`src/rtl/ipi_seq.sv`:
```
module ipi_seq #(
  parameter int CLK_PER_US = 50
) (
  input  logic        clk,
  input  logic        rst_n,
  input  logic        req,
  input  logic [1:0]  kind,
  input  logic [7:0]  target,
  input  logic        bcast,
  input  logic [7:0]  vec,
  input  logic [31:0] start_addr,
  input  logic [31:0] poll_data,
  output logic        cmd_wr,
  output logic        cmd_hi,
  output logic [31:0] cmd_data,
  output logic        poll_rd,
  output logic        busy,
  output logic        done,
  output logic        err
);
  localparam int GAP_A = 10 * CLK_PER_US;
  localparam int GAP_B = 200 * CLK_PER_US;
  localparam int TW    = $clog2(GAP_B + 1);

  typedef enum logic [2:0] {S_IDLE, S_HI, S_LO, S_POLL, S_WAIT} st_t;

  st_t         st;
  logic [1:0]  kind_q, step;
  logic [7:0]  tgt_q, vec_q, page_q;
  logic        bc_q, done_q, err_q;
  logic [TW-1:0] cnt;
  logic [2:0]  mode;
  logic [7:0]  vsel;
  logic [31:0] lo_word, hi_word;

  wire addr_ok = (start_addr[31:20] == 12'd0) && (start_addr[11:0] == 12'd0);
  wire last    = (kind_q != 2'd3) || (step == 2'd2);

  always_comb begin
    mode = 3'd0;
    vsel = 8'd0;
    case (kind_q)
      2'd0: begin mode = 3'd0; vsel = vec_q; end
      2'd1: mode = 3'd2;
      2'd2: mode = 3'd5;
      default: begin
        mode = (step == 2'd0) ? 3'd5 : 3'd6;
        vsel = (step == 2'd0) ? 8'd0 : page_q;
      end
    endcase
  end

  assign lo_word  = {12'd0, bc_q ? 2'b11 : 2'b00, 2'b00, 4'b0100, 1'b0, mode, vsel};
  assign hi_word  = bc_q ? 32'd0 : {tgt_q, 24'd0};
  assign cmd_wr   = (st == S_HI) || (st == S_LO);
  assign cmd_hi   = (st == S_HI);
  assign cmd_data = (st == S_HI) ? hi_word : (st == S_LO) ? lo_word : 32'd0;
  assign poll_rd  = (st == S_POLL);
  assign busy     = (st != S_IDLE);
  assign done     = done_q;
  assign err      = err_q;

  always_ff @(posedge clk) begin
    if (!rst_n) begin
      st <= S_IDLE; kind_q <= 2'd0; step <= 2'd0; tgt_q <= 8'd0; vec_q <= 8'd0;
      page_q <= 8'd0; bc_q <= 1'b0; done_q <= 1'b0; err_q <= 1'b0; cnt <= '0;
    end else begin
      done_q <= 1'b0;
      case (st)
        S_IDLE: if (req) begin
          if (kind == 2'd3 && !addr_ok) begin
            err_q <= 1'b1;
          end else begin
            err_q  <= 1'b0;
            kind_q <= kind;
            tgt_q  <= target;
            bc_q   <= bcast;
            vec_q  <= vec;
            page_q <= start_addr[19:12];
            step   <= 2'd0;
            st     <= S_HI;
          end
        end
        S_HI: st <= S_LO;
        S_LO: st <= S_POLL;
        S_POLL: if (!poll_data[12]) begin
          if (last) begin
            done_q <= 1'b1;
            st     <= S_IDLE;
          end else begin
            cnt <= (step == 2'd0) ? TW'(GAP_A - 1) : TW'(GAP_B - 1);
            st  <= S_WAIT;
          end
        end
        S_WAIT: if (cnt == '0) begin
          step <= step + 2'd1;
          st   <= S_HI;
        end else begin
          cnt <= cnt - 1'b1;
        end
        default: st <= S_IDLE;
      endcase
    end
  end

  a_r2_hi_before_lo: assert property (@(posedge clk) disable iff (!rst_n)
    (cmd_wr && cmd_hi) |=> (cmd_wr && !cmd_hi));
  a_r3_hold_while_busy: assert property (@(posedge clk) disable iff (!rst_n)
    (poll_rd && poll_data[12]) |=> (poll_rd && !cmd_wr));
  a_r8_no_send_on_err: assert property (@(posedge clk) disable iff (!rst_n)
    err |-> !cmd_wr);
  a_r9_fields_stable: assert property (@(posedge clk) disable iff (!rst_n)
    (busy && $past(busy)) |-> ($stable(tgt_q) && $stable(kind_q) && $stable(bc_q)));
  a_r10_done_pulse: assert property (@(posedge clk) disable iff (!rst_n)
    done |=> !done);
  a_r10_done_idle: assert property (@(posedge clk) disable iff (!rst_n)
    done |-> !busy);
  a_r6_step_range: assert property (@(posedge clk) disable iff (!rst_n)
    busy |-> (step <= 2'd2));
endmodule

```
`config.mk`:
```
export PLATFORM = sky130hd
export DESIGN_NAME = ipi_seq
export DESIGN_NICKNAME = d
export VERILOG_FILES = /design/src/rtl/ipi_seq.sv
export SDC_FILE = /design/constraint.sdc
export NUM_CORES = 1
export LEC_CHECK = 0
export ABC_AREA = 1
export BUFFER_PORTS_ARGS = -buffer_cell sky130_fd_sc_hd__buf_2
export CORE_ASPECT_RATIO = 0.6
export CORE_MARGIN = 2
export CORE_UTILIZATION = 43
export CTS_CLUSTER_DIAMETER = 100
export DETAILED_ROUTE_END_ITERATION = 7
export PLACE_DENSITY = 0.77
export SLEW_MARGIN = 20
export SYNTH_ARGS = -nofsm -noshare
export SYNTH_HDL_FRONTEND = slang
export SYNTH_SLANG_ARGS = --single-unit
```
`constraint.sdc`:
```
create_clock -name clk -period 1.4 [get_ports clk]
set_input_delay 0.07 -clock clk [delete_from_list [all_inputs] [get_ports clk]]
set_output_delay 0.07 -clock clk [all_outputs]
set_load 0.1 [all_outputs]
```
# After elaboration in Yosys (flattened, before gate mapping)
# Cells that the tools add are included.
[op_classes]
add_sub_neg = 2
mul = 0
div_mod_pow = 0
magnitude_cmp = 0
n_eq_ne = 15
shift = 0
muxes = 25
bitwise = 3
reduce_logical = 21
[op_table]
columns = ["op", "n"]
rows = [
  ["two-way mux 32 bit", 2],
  ["two-way mux 14 bit", 4],
  ["case mux 14 bit (2 select lines)", 1],
  ["logical NOT 12 bit", 2],
  ["two-way mux 20 bit", 1],
  ["case mux 8 bit (2 select lines)", 1],
  ["two-way mux 3 bit", 5],
  ["case mux 3 bit (5 select lines)", 1],
  ["logical NOT 14 bit", 1],
  ["!= test 2 bit, second input constant", 7],
  ["subtractor 14 x 1 -> 14 bit, second input constant", 1],
  ["AND reduction 4 bit", 3],
  ["two-way mux 2 bit", 5],
  ["case mux 3 bit (3 select lines)", 1],
  ["two-way mux 8 bit", 1],
  ["equality test 2 bit, second input constant", 3],
  ["equality test 3 x 2 -> 1 bit, second input constant", 2],
  ["logical NOT 2 bit", 2],
  ["case mux 2 bit (2 select lines)", 1],
  ["nonzero test 2 bit", 2],
  ["equality test 3 x 1 -> 1 bit, second input constant", 1],
  ["equality test 3 bit, second input constant", 1],
  ["logical NOT 3 bit", 1],
  ["NOT 1 bit", 3],
  ["11 further kinds", 14],
]
[totals]
register_bits = 48
latchBits = 0
ram_bits = 0
mem_bits_ro = 0
inputBits = 86
elab_cells = 76
memories = 0

# Longest topological paths before layout
[logic_depth]
depth_word = 7
mapped_depth = 13
ltp_nobuf = 13

# Worst setup path after synthesis
# No wires, ideal clock.
[synth_path]
kind = "reg-to-output"
startpoint = "register st[2]"
endpoint = "output port cmd_data[24]"
arrival_ns = 5.582
required_ns = 1.330
path_slack_ns = -4.252
path_stages_with_launch = 4
path_buffers = 0
cell_sequence = "dfxtp_1 > nor3_1 > clkinv_1 > nor3_1"
[synth_via]
elab_chain_cells = 2
[synth_rtl]
columns = ["item", "line", "text"]
rows = [
  ["start, declared", "27", "st_t st;"],
  ["start signal, assigned", "65", "st <= S_IDLE; kind_q <= 2'd0; step <= 2'd0; tgt_q <= 8'd0; vec_q <= 8'd0;"],
  ["start signal, assigned", "81", "st <= S_HI;"],
  ["start signal, assigned", "84", "S_HI: st <= S_LO;"],
  ["equality test 3 x 1 -> 1 bit", "--", ""],
  ["via cmd_hi", "14", "output logic cmd_hi,"],
  ["two-way mux 32 bit", "57", "assign cmd_data = (st == S_HI) ? hi_word : (st == S_LO) ? lo_word : 32'd0;"],
  ["end, declared", "15", "output logic [31:0] cmd_data,"],
]
# The timed path passes the listed nets, and every way through them passes these cells.

# Final worst setup path
[layout_path]
startpoint = "register step[0]"
endpoint = "output port cmd_data[3]"
[layout_via]
elab_chain_cells = 5
[layout_rtl]
columns = ["item", "line", "text"]
rows = [
  ["start, declared", "28", "logic [1:0] kind_q, step;"],
  ["start signal, assigned", "96", "step <= step + 2'd1;"],
  ["logical NOT 2 bit", "48", "vsel = (step == 2'd0) ? 8'd0 : page_q;"],
  ["two-way mux 8 bit", "48", ""],
  ["case mux 8 bit (2 select lines)", "42", "case (kind_q)"],
  ["two-way mux 20 bit", "57", ""],
  ["two-way mux 32 bit", "57", ""],
]
# Every way passes these cells.

==> flow_metrics.tcl <==
set metrics [dict create \
    worstSkewPairLatency_ns 0.32 \
    hpwl_um 6230 \
    grt_pass1_wl_um 16000 \
    portBuffers 82 \
    endpoint_kind "primary output" \
    final_antenna_net_count 0 \
    area_delta_synth_final_pct 92.9 \
    drcViolationCount 0 \
    maxCapViolCount 0 \
    clock_path_buffers 2 \
    coreArea_um2 6110 \
    hold_class "in2reg" \
    cp.required_ns 1.33 \
    critPathArrivalTime_ns 1.79 \
    place_area_um2 4120 \
    io_pins 124 \
    grt_start_max_net_pins 25 \
    path_class "reg2out" \
    worstPathMaxFanout 5 \
    synth-main-ff-cell "dfxtp_1" \
    powerDensity_nw_per_um2 1130 \
    place_inst 598 \
    rsz0062_at_grt "yes" \
    status "complete, but fails checks" \
    period_minus_slack_ns 1.86 \
    final_cell_count_no_fill 644 \
    leakage_nw 2.23 \
    design_area_um2 5240 \
    fin_worst_skew_ns 0.0149 \
    tightest_slew_ns 1.21 \
    yosys.cell_types.count 37 \
    drt_iter0_markers 468 \
    clk_pin_slew_ns 0.10 \
    netlist_area_um2 2710 \
    clock_sinks 48 \
    clockRootBuffer "clkbuf_8" \
    yosys_warnings 0 \
    ir_drop_mv 0.713 \
    ys_top_cells_by_count "nand2_1, nor2_1, dfxtp_1" \
    synth_area_leaders "dfxtp_1, nand2_1, nor2_1, a21oi_1, inv_1" \
    synthMostInstantiatedCell "nand2_1" \
    relSlewSlack_pct 19.2 \
    gp_congestion 0.976 \
    cts-buffers-inserted 5 \
    yosysTopAreaCell "dfxtp_1" \
    setup_tns_ns -16.60 \
    setup_viol 74 \
    die_w_um 107 \
    die_h_um 65.5 \
    nNetsFinal 648 \
    synthArstFlopShare_pct 0 \
    ff2ff_path_depth 9 \
    violations "setup timing" \
    synth-edff-count 0 \
    drive_above_1_share_pct 57.3 \
    via_count 3722 \
    cts_max_level 2 \
    drv_slew 0 \
    track_usage_pct 29.8 \
    wl_per_cell_um 19.9 \
    start_util_pct 44.4 \
    ys_ff_latch 48 \
    worstHoldPathCells 3 \
    hold_viol_final 0 \
    post-route-period-util_pct 133 \
    fp.dieArea_um2 6980 \
    routed_wl_um 12800 \
    max_freq_ghz 0.539 \
    viasPerCell 5.78 \
    avgSynthCellArea_um2 6.72 \
    num_antenna_cells 0 \
    yosys.area.top_type_share_pct 35.4 \
    antenna_found_initial 0 \
    drtPass1Iterations 6 \
    grt-ovfl-total 0 \
    ys_seq_area_share_pct 35.4 \
    start_kind "flip-flop" \
    tritoncts "built" \
    fin_ws_ns -0.457 \
    grt_pass1_vias 3203 \
    rows 22 \
    synth_cells 404 \
]
[worst max-delay path: stages (launching register included)]
cell and delay, ns:
dfxtp_4 0.39, inv_4 0.05, ha_4 0.17, nor3_4 0.22, buf_6 0.17, nand2_1 0.10
a21oi_4 0.17, buf_12 0.19
[where the power goes]
group	switching, mW	leakage, nW	internal, mW
registers	0.124	0.396	1.51
logic	2.03	1.78	1.18
clock network	0.537	0.0548	0.539
[placed cells by master, fill, tap and decap left out, types with 6 or more instances in the layout]
cell and n:
nand2_2 26, buf_2 56, buf_4 41, conb_1 10
nand2_4 25, dfxtp_1 40, a21oi_4 8, inv_2 6
dlygate4sd3_1 8, nor3_4 13, nand2_1 53, buf_6 26
nor2_4 7, nor2_1 48, nand4_1 19, nand3_1 9
a21oi_1 6, inv_1 26, nor2_2 8, a21oi_2 26
buf_12 31
[cell families (layout without fill, tap and decap cells)]
logic type | count (synthesis) | count (layout) | share of synthesized area [%]
xor gates and xnor gates | 5 | 5 | 1.61
other | 1 | 10 | 0.138
and+or+nand+nor | 223 | 224 | 37.9
adders and majority gates | 3 | 3 | 1.38
DFF | 48 | 48 | 35.4
buffers and inverters | 67 | 213 | 11.9
AOI/OAI and AO/OA | 57 | 57 | 11.6
[worst paths after layout]
path	startpoint	end	slack, ns
max	step[0]	cmd_data[3]	-0.46
min	target[6]	tgt_q[6]	0.003
max reg2reg	st[2]	cnt[6]	-0.36
min reg2reg	err	err	0.47
[final cells by class]
type,count,area (µm²)
clock inverter,3,46.3
timing repair buffer,163,1610
tap,84,105
sequential,48,978
multi-input combinational,299,2200
clock buffer,5,68.8
fill,309,875
inverter,40,204
timing repair inverter,2,27.5
[sequential cells by signal, indices dropped and copies added (netlist names)]
signal and flops:
kind_q 2, err 1, bc_q 1, done 1
cnt 14, tgt_q 8, page_q 8, vec_q 8
st 3, step 2
[per-stage QoR]
stage / total power [mW] / setup slack (ns) / utilization (%) / hold slack, ns
final: 5.92 / -0.457 / 85.7 / 0.00347
after global placement: 3.85 / -0.0799 / 67.4 / 0.290
after floorplan: 3.25 / -1.22 / - / 0.142
after detailed placement: 3.89 / -0.194 / 67.4 / 0.290
after CTS: 5.46 / -0.367 / 78.7 / 0.00263
after global routing: 6.07 / -0.476 / 85.7 / 0.0136
[repair_timing]
item / 4_1_cts / 5_1_grt
gates resized for setup: 81 / 116
endpoints found under the hold margin: 7 / 1
pin swaps: 31 / 47
endpoints found under the setup margin: 41 / 73
cloned: 6 / 0
setup buffers: 17 / 13
hold buffers: 7 / 1
[routing by layer]
metal / vias up / routed length (µm) / part of all wire, % / global-route usage [%]
li1: 1598 / - / - / -
met1: 1705 / 4630 / 36 / 37.9
met2: 333 / 5890 / 46 / 47.3
met3: 86 / 1510 / 12 / 9.52
met4: 0 / 793 / 6.2 / 11.9
met5: - / 0 / 0 / 0
No activity file was read; power rests on OpenSTA's default activity.
